$ cat config.mk
export PLATFORM = sky130hd
export DESIGN_NAME = burst_col_gen
export DESIGN_NICKNAME = d
export VERILOG_FILES = /design/src/rtl/bcg_pkg.sv /design/src/rtl/bcg_ctrl.sv /design/src/rtl/bcg_datapath.sv /design/src/rtl/burst_col_gen.sv
export SDC_FILE = /design/constraint.sdc
export NUM_CORES = 1
export LEC_CHECK = 0
export CAP_MARGIN = 40
export CORE_ASPECT_RATIO = 0.75
export CORE_MARGIN = 2
export CORE_UTILIZATION = 30
export DETAILED_ROUTE_END_ITERATION = 8
export DONT_BUFFER_PORTS = 1
export PLACE_DENSITY_LB_ADDON = 0.05
export SYNTH_ARGS = -nofsm -noshare
export SYNTH_HDL_FRONTEND = slang
export SYNTH_HIERARCHICAL = 1
export SYNTH_SLANG_ARGS = --single-unit
export TNS_END_PERCENT = 30
$ cat constraint.sdc
create_clock -name clk -period 5.25 [get_ports clk]
set_clock_uncertainty 0.2 [all_clocks]
set_input_delay 0.525 -clock clk [delete_from_list [all_inputs] [get_ports clk]]
set_output_delay 0.525 -clock clk [all_outputs]
set_load 0.01 [all_outputs]
$ cat src/rtl/bcg_pkg.sv
package bcg_pkg;
  // Strobes from control to the address datapath
  typedef struct packed {
    logic load;  // capture start column and mode
    logic step;  // advance to the next beat
  } bcgStrobe_t;

  localparam int LEN_CODE_W = 3;
  localparam logic [LEN_CODE_W-1:0] LEN_FULL_CODE = 3'd7;
  localparam int MAX_FIXED_LOG = 3;  // longest fixed burst is 2**3 beats
endpackage

$ cat src/rtl/bcg_ctrl.sv
module bcg_ctrl
  import bcg_pkg::*;
(
  input  logic                  clk,
  input  logic                  rst,
  input  logic                  start,
  input  logic                  stop,
  input  logic [LEN_CODE_W-1:0] lenCode,
  output bcgStrobe_t            strobe,
  output logic                  busy,
  output logic                  lastBeat,
  output logic                  stopErr
);
  localparam int REM_W = MAX_FIXED_LOG;

  logic             fullPage;
  logic [REM_W-1:0] remain;
  logic             isFull;
  logic [REM_W-1:0] lenMinus1;

  // decode of the requested length at start time
  always_comb begin
    isFull = (lenCode == LEN_FULL_CODE);
    if (lenCode <= LEN_CODE_W'(MAX_FIXED_LOG))
      lenMinus1 = REM_W'((1 << lenCode) - 1);
    else
      lenMinus1 = '0;
  end

  always_comb begin
    strobe.load = start;
    strobe.step = !start && busy && (fullPage ? !stop : (remain != '0));
  end

  always_ff @(posedge clk) begin
    if (rst) begin
      busy     <= 1'b0;
      fullPage <= 1'b0;
      remain   <= '0;
      lastBeat <= 1'b0;
      stopErr  <= 1'b0;
    end else begin
      stopErr <= stop && !start && busy && !fullPage;
      if (start) begin
        busy     <= 1'b1;
        fullPage <= isFull;
        remain   <= isFull ? '0 : lenMinus1;
        lastBeat <= !isFull && (lenMinus1 == '0);
      end else if (busy) begin
        if (fullPage) begin
          if (stop) busy <= 1'b0;
        end else if (remain == '0) begin
          busy     <= 1'b0;
          lastBeat <= 1'b0;
        end else begin
          remain   <= remain - 1'b1;
          lastBeat <= (remain == REM_W'(1));
        end
      end
    end
  end
endmodule

$ cat src/rtl/bcg_datapath.sv
module bcg_datapath
  import bcg_pkg::*;
#(
  parameter int COL_W = 9
) (
  input  logic                  clk,
  input  logic                  rst,
  input  bcgStrobe_t            strobe,
  input  logic [COL_W-1:0]      startCol,
  input  logic [LEN_CODE_W-1:0] lenCode,
  input  logic                  ilvSel,
  output logic [COL_W-1:0]      colOut
);
  logic [COL_W-1:0] baseCol;
  logic [COL_W-1:0] wrapMask;
  logic [COL_W-1:0] beatOff;
  logic             ilvMode;
  logic             fullMode;

  logic [COL_W-1:0] maskIn;
  logic [COL_W-1:0] offNext;
  logic [COL_W-1:0] colNext;

  // low-bit mask of the block the burst wraps in
  always_comb begin
    if (lenCode == LEN_FULL_CODE)
      maskIn = '1;
    else if (lenCode <= LEN_CODE_W'(MAX_FIXED_LOG))
      maskIn = COL_W'((1 << lenCode) - 1);
    else
      maskIn = '0;
  end

  always_comb begin
    offNext = beatOff + 1'b1;
    if (fullMode)
      colNext = baseCol + offNext;
    else if (ilvMode)
      colNext = (baseCol & ~wrapMask) | ((baseCol ^ offNext) & wrapMask);
    else
      colNext = (baseCol & ~wrapMask) | ((baseCol + offNext) & wrapMask);
  end

  always_ff @(posedge clk) begin
    if (rst) begin
      baseCol  <= '0;
      wrapMask <= '0;
      beatOff  <= '0;
      ilvMode  <= 1'b0;
      fullMode <= 1'b0;
      colOut   <= '0;
    end else if (strobe.load) begin
      baseCol  <= startCol;
      wrapMask <= maskIn;
      beatOff  <= '0;
      ilvMode  <= ilvSel;
      fullMode <= (lenCode == LEN_FULL_CODE);
      colOut   <= startCol;
    end else if (strobe.step) begin
      beatOff <= offNext;
      colOut  <= colNext;
    end
  end
endmodule

$ cat src/rtl/burst_col_gen.sv
module burst_col_gen
  import bcg_pkg::*;
#(
  parameter int COL_W = 9
) (
  input  logic                  clk,
  input  logic                  rst,
  input  logic                  start,
  input  logic [COL_W-1:0]      startCol,
  input  logic [LEN_CODE_W-1:0] burstLen,
  input  logic                  burstType,
  input  logic                  stop,
  output logic [COL_W-1:0]      colOut,
  output logic                  colValid,
  output logic                  colLast,
  output logic                  stopErr
);
  bcgStrobe_t strobe;

  bcg_ctrl u_ctrl (
    .clk      (clk),
    .rst      (rst),
    .start    (start),
    .stop     (stop),
    .lenCode  (burstLen),
    .strobe   (strobe),
    .busy     (colValid),
    .lastBeat (colLast),
    .stopErr  (stopErr)
  );

  bcg_datapath #(.COL_W(COL_W)) u_dp (
    .clk      (clk),
    .rst      (rst),
    .strobe   (strobe),
    .startCol (startCol),
    .lenCode  (burstLen),
    .ilvSel   (burstType),
    .colOut   (colOut)
  );
endmodule

==> key figures <==
Timing
  – Setup violations, final: 0
  – Hold Vio Cnt, Final: 0
  – Tmin final: 3.03 ns
  – Unrepaired setup endpoints after global routing: no
  – Max_slew headroom: 0.524
  – Fmax: 0.330 GHz
  – Least-Margin Pin Slew: 0.712 ns
  – Post-route clock period utilization: 0.577
  – Setup TNS: 0 ns
  – Max Slew Vio Count: 0

Floorplanning
  – Initial Util: 0.304
  – # IOs: 29
  – Row Count: 30
  – Die width: 114 um
  – Full die area: 9840 um^2
  – Die Height: 86.4 um
  – Core area: 8930 um^2

Pwr
  – Leakage: 1.15 nW
  – VDD IR max: 0.000133 V
  – PD cells: 264 nW/um^2

Place
  – Post-DP Area: 2770 um^2
  – Placer congestion estimate: 0.783
  – Cells after DPL: 419
  – DP HPWL: 4710 um
  – Port bufs: 0

Yosys
  – Asr flop ratio synth: 0
  – Synthesized instance count: 324
  – Number of synthesized flops with an enable pin: 0
  – Synthesized area per cell: 8.38 um^2
  – Cell variety after synth: 55
  – Net Count, Synth: 357
  – Sequential-to-total area share from yosys stat: 0.332
  – Yosys synthesis warning count: 6
  – Synth Register Bits: 45
  – Predominant post-synthesis flop cell: dfxtp_1
  – Netlist Area Pre-Place: 2720 um^2

Worst setup path
  – CP cell instances: ha_1 -> and3_1 -> xor2_1 -> ha_1 -> o211ai_2 -> a21oi_1 -> o311ai_1 -> xnor2_1 -> a211o_1 -> a31oi_1
  – CP peak stage delay: 0.44 ns
  – CP required: 5.27 ns
  – Setup CP Type: register to register
  – CP Data Arrival Time: 3.05 ns
  – WP buf/inv: 0
  – CP max FO: 6
  – Crit-path slowest cell: dfxtp_1
  – Setup crit end kind: register
  – Startpoint Class: register
  – CP dominant cell by count: ha_1
  – CP top delay family: compound AO/OA/AOI/OAI gates

Routing
  – Initial DRC count: 80
  – Vias/cell: 5.13
  – Post-Route WL: 6600 um
  – DRT Pass-1 Iters: 4
  – Vias: 2184
  – DRT antenna net count: 0
  – Routed length per instance: 15.5 um
  – # DRC: 0

CTS
  – Total setup buffers inserted after CTS: 0
  – Num CTS Buffers: 5
  – H-tree levels: 2
  – Clk slew on worst S/H paths: 0.06 ns
  – Root buf cell: clkbuf_16
  – CTS tree: done
  – Clock Latency Late Sink: 0.29 ns
  – Post-cts resize count: 0
  – Post-CTS Hold Buffers: 0
  – Sinks on Clock Net: 45
  – Deepest clock path buffer count: 2

Global route
  – Grt ovf: 0
  – Vias in the first global route: 2108
  – Initial antenna violation count: 0
  – All-Layer GR Usage: 0.145
  – Pin count of the biggest net entering global routing: 44
  – First-pass GRT wire length: 10900 um

Layout
  – Inserted Diodes: 0
  – Area delta synth->final: 7.23%
  – Layout cells sized above 1: 0.0510
  – Most common cell after layout, fill and taps aside: dfxtp_1
  – Final Non-Filler Cells: 426
  – Final instance area: 2910 um^2
  – Most frequent cells in the layout: dfxtp_1 (45), nor2_1 (36), nand2_1 (31), a21oi_1 (24), ha_1 (15)
  – Fill cell total of the finished layout: 923
  – Final nets: 347

Worst hold path
  – Hold/Removal Path Class: primary input to register

Status
  – Outcome: complete, no violations

Run
  – Max cap viols: 0
[metrics by stage]
step                hold WS [ns]  utilization  power, mW  setup slack (ns)
floorplan                  0.245            -      0.453              2.58
global placement           0.279        0.309      0.463              2.17
detailed placement         0.279        0.310      0.462              2.23
CTS                       0.0899        0.326      0.786              2.21
global route              0.0840        0.326      0.813              1.94
finish                    0.0994        0.326      0.770              2.22
[flip-flops by register name, indices dropped and copies added (netlist names), 3 cells and up]
signal         count
u_dp/wrapMask      9
u_dp/beatOff       9
u_ctrl/remain      3
u_dp/baseCol       9
u_dp/colOut        9
[worst reg2reg max path, cell delays in order, from the launching register on]
cell and delay (ns):
dfxtp_1 0.44, ha_1 0.24, and3_1 0.38, xor2_1 0.13, ha_1 0.41, o211ai_2 0.11
a21oi_1 0.30, o311ai_1 0.18, xnor2_1 0.15, a211o_1 0.29, a31oi_1 0.12
[cells in the mapped netlist (7+ instances only)]
master	number	area [um^2]
clkbuf_1	10	37.5
nand2_1	31	116
nand2b_1	14	87.6
xor2_1	12	105
ha_1	15	188
inv_1	10	37.5
a21oi_1	24	120
nor2_1	36	135
mux2i_1	8	80.1
nand3_1	10	50.1
dfxtp_1	45	901
o21ai_0	7	35.0
a21o_1	10	75.1
xnor2_1	10	87.6
[per-layer routing]
metal  GRT usage  routed length, um  up-vias
li1            -                  -     1131
met1       0.210               3600     1012
met2       0.208               2640       32
met3      0.0371                251        9
met4      0.0543                110        0
met5           0                  0        -
[kinds of logic after synthesis]
group           Yosys count  synth area share
xor+xnor                 23            0.0811
flops                    45             0.332
mux                       8            0.0295
fa+ha+maj                16            0.0765
compound gates           82             0.207
buf+inv                  29            0.0497
simple gates            121             0.224
[power by group]
group / internal, mW / switching, mW / leakage (nW)
Clock: 0.187 / 0.129 / 0.0700
Combinational: 0.0383 / 0.0401 / 0.714
Sequential: 0.357 / 0.0186 / 0.369
Total: 0.583 / 0.187 / 1.15
[path summary, 6_finish.rpt]
path                                      start              end  slack (ns)  cells after the start
worst max register to register  u_dp/beatOff[0]   u_dp/colOut[8]        2.22                     10
worst min register to register  u_dp/baseCol[3]  u_dp/baseCol[3]        0.29                      2
worst min-delay path                        rst      u_ctrl/busy         0.1                      1
worst max-delay path            u_dp/beatOff[0]   u_dp/colOut[8]        2.22                     10
[final cells by class]
cell class / instances / area, um^2 / area share
clock buffer: 7 / 143 / 0.0490
inverter: 11 / 41.3 / 0.0142
multi-input combinational: 250 / 1680 / 0.577
sequential: 45 / 901 / 0.309
tap: 112 / 140 / 0.0481
timing repair buffer: 1 / 7.51 / 0.00258
(Power assumes the default switching activity.)
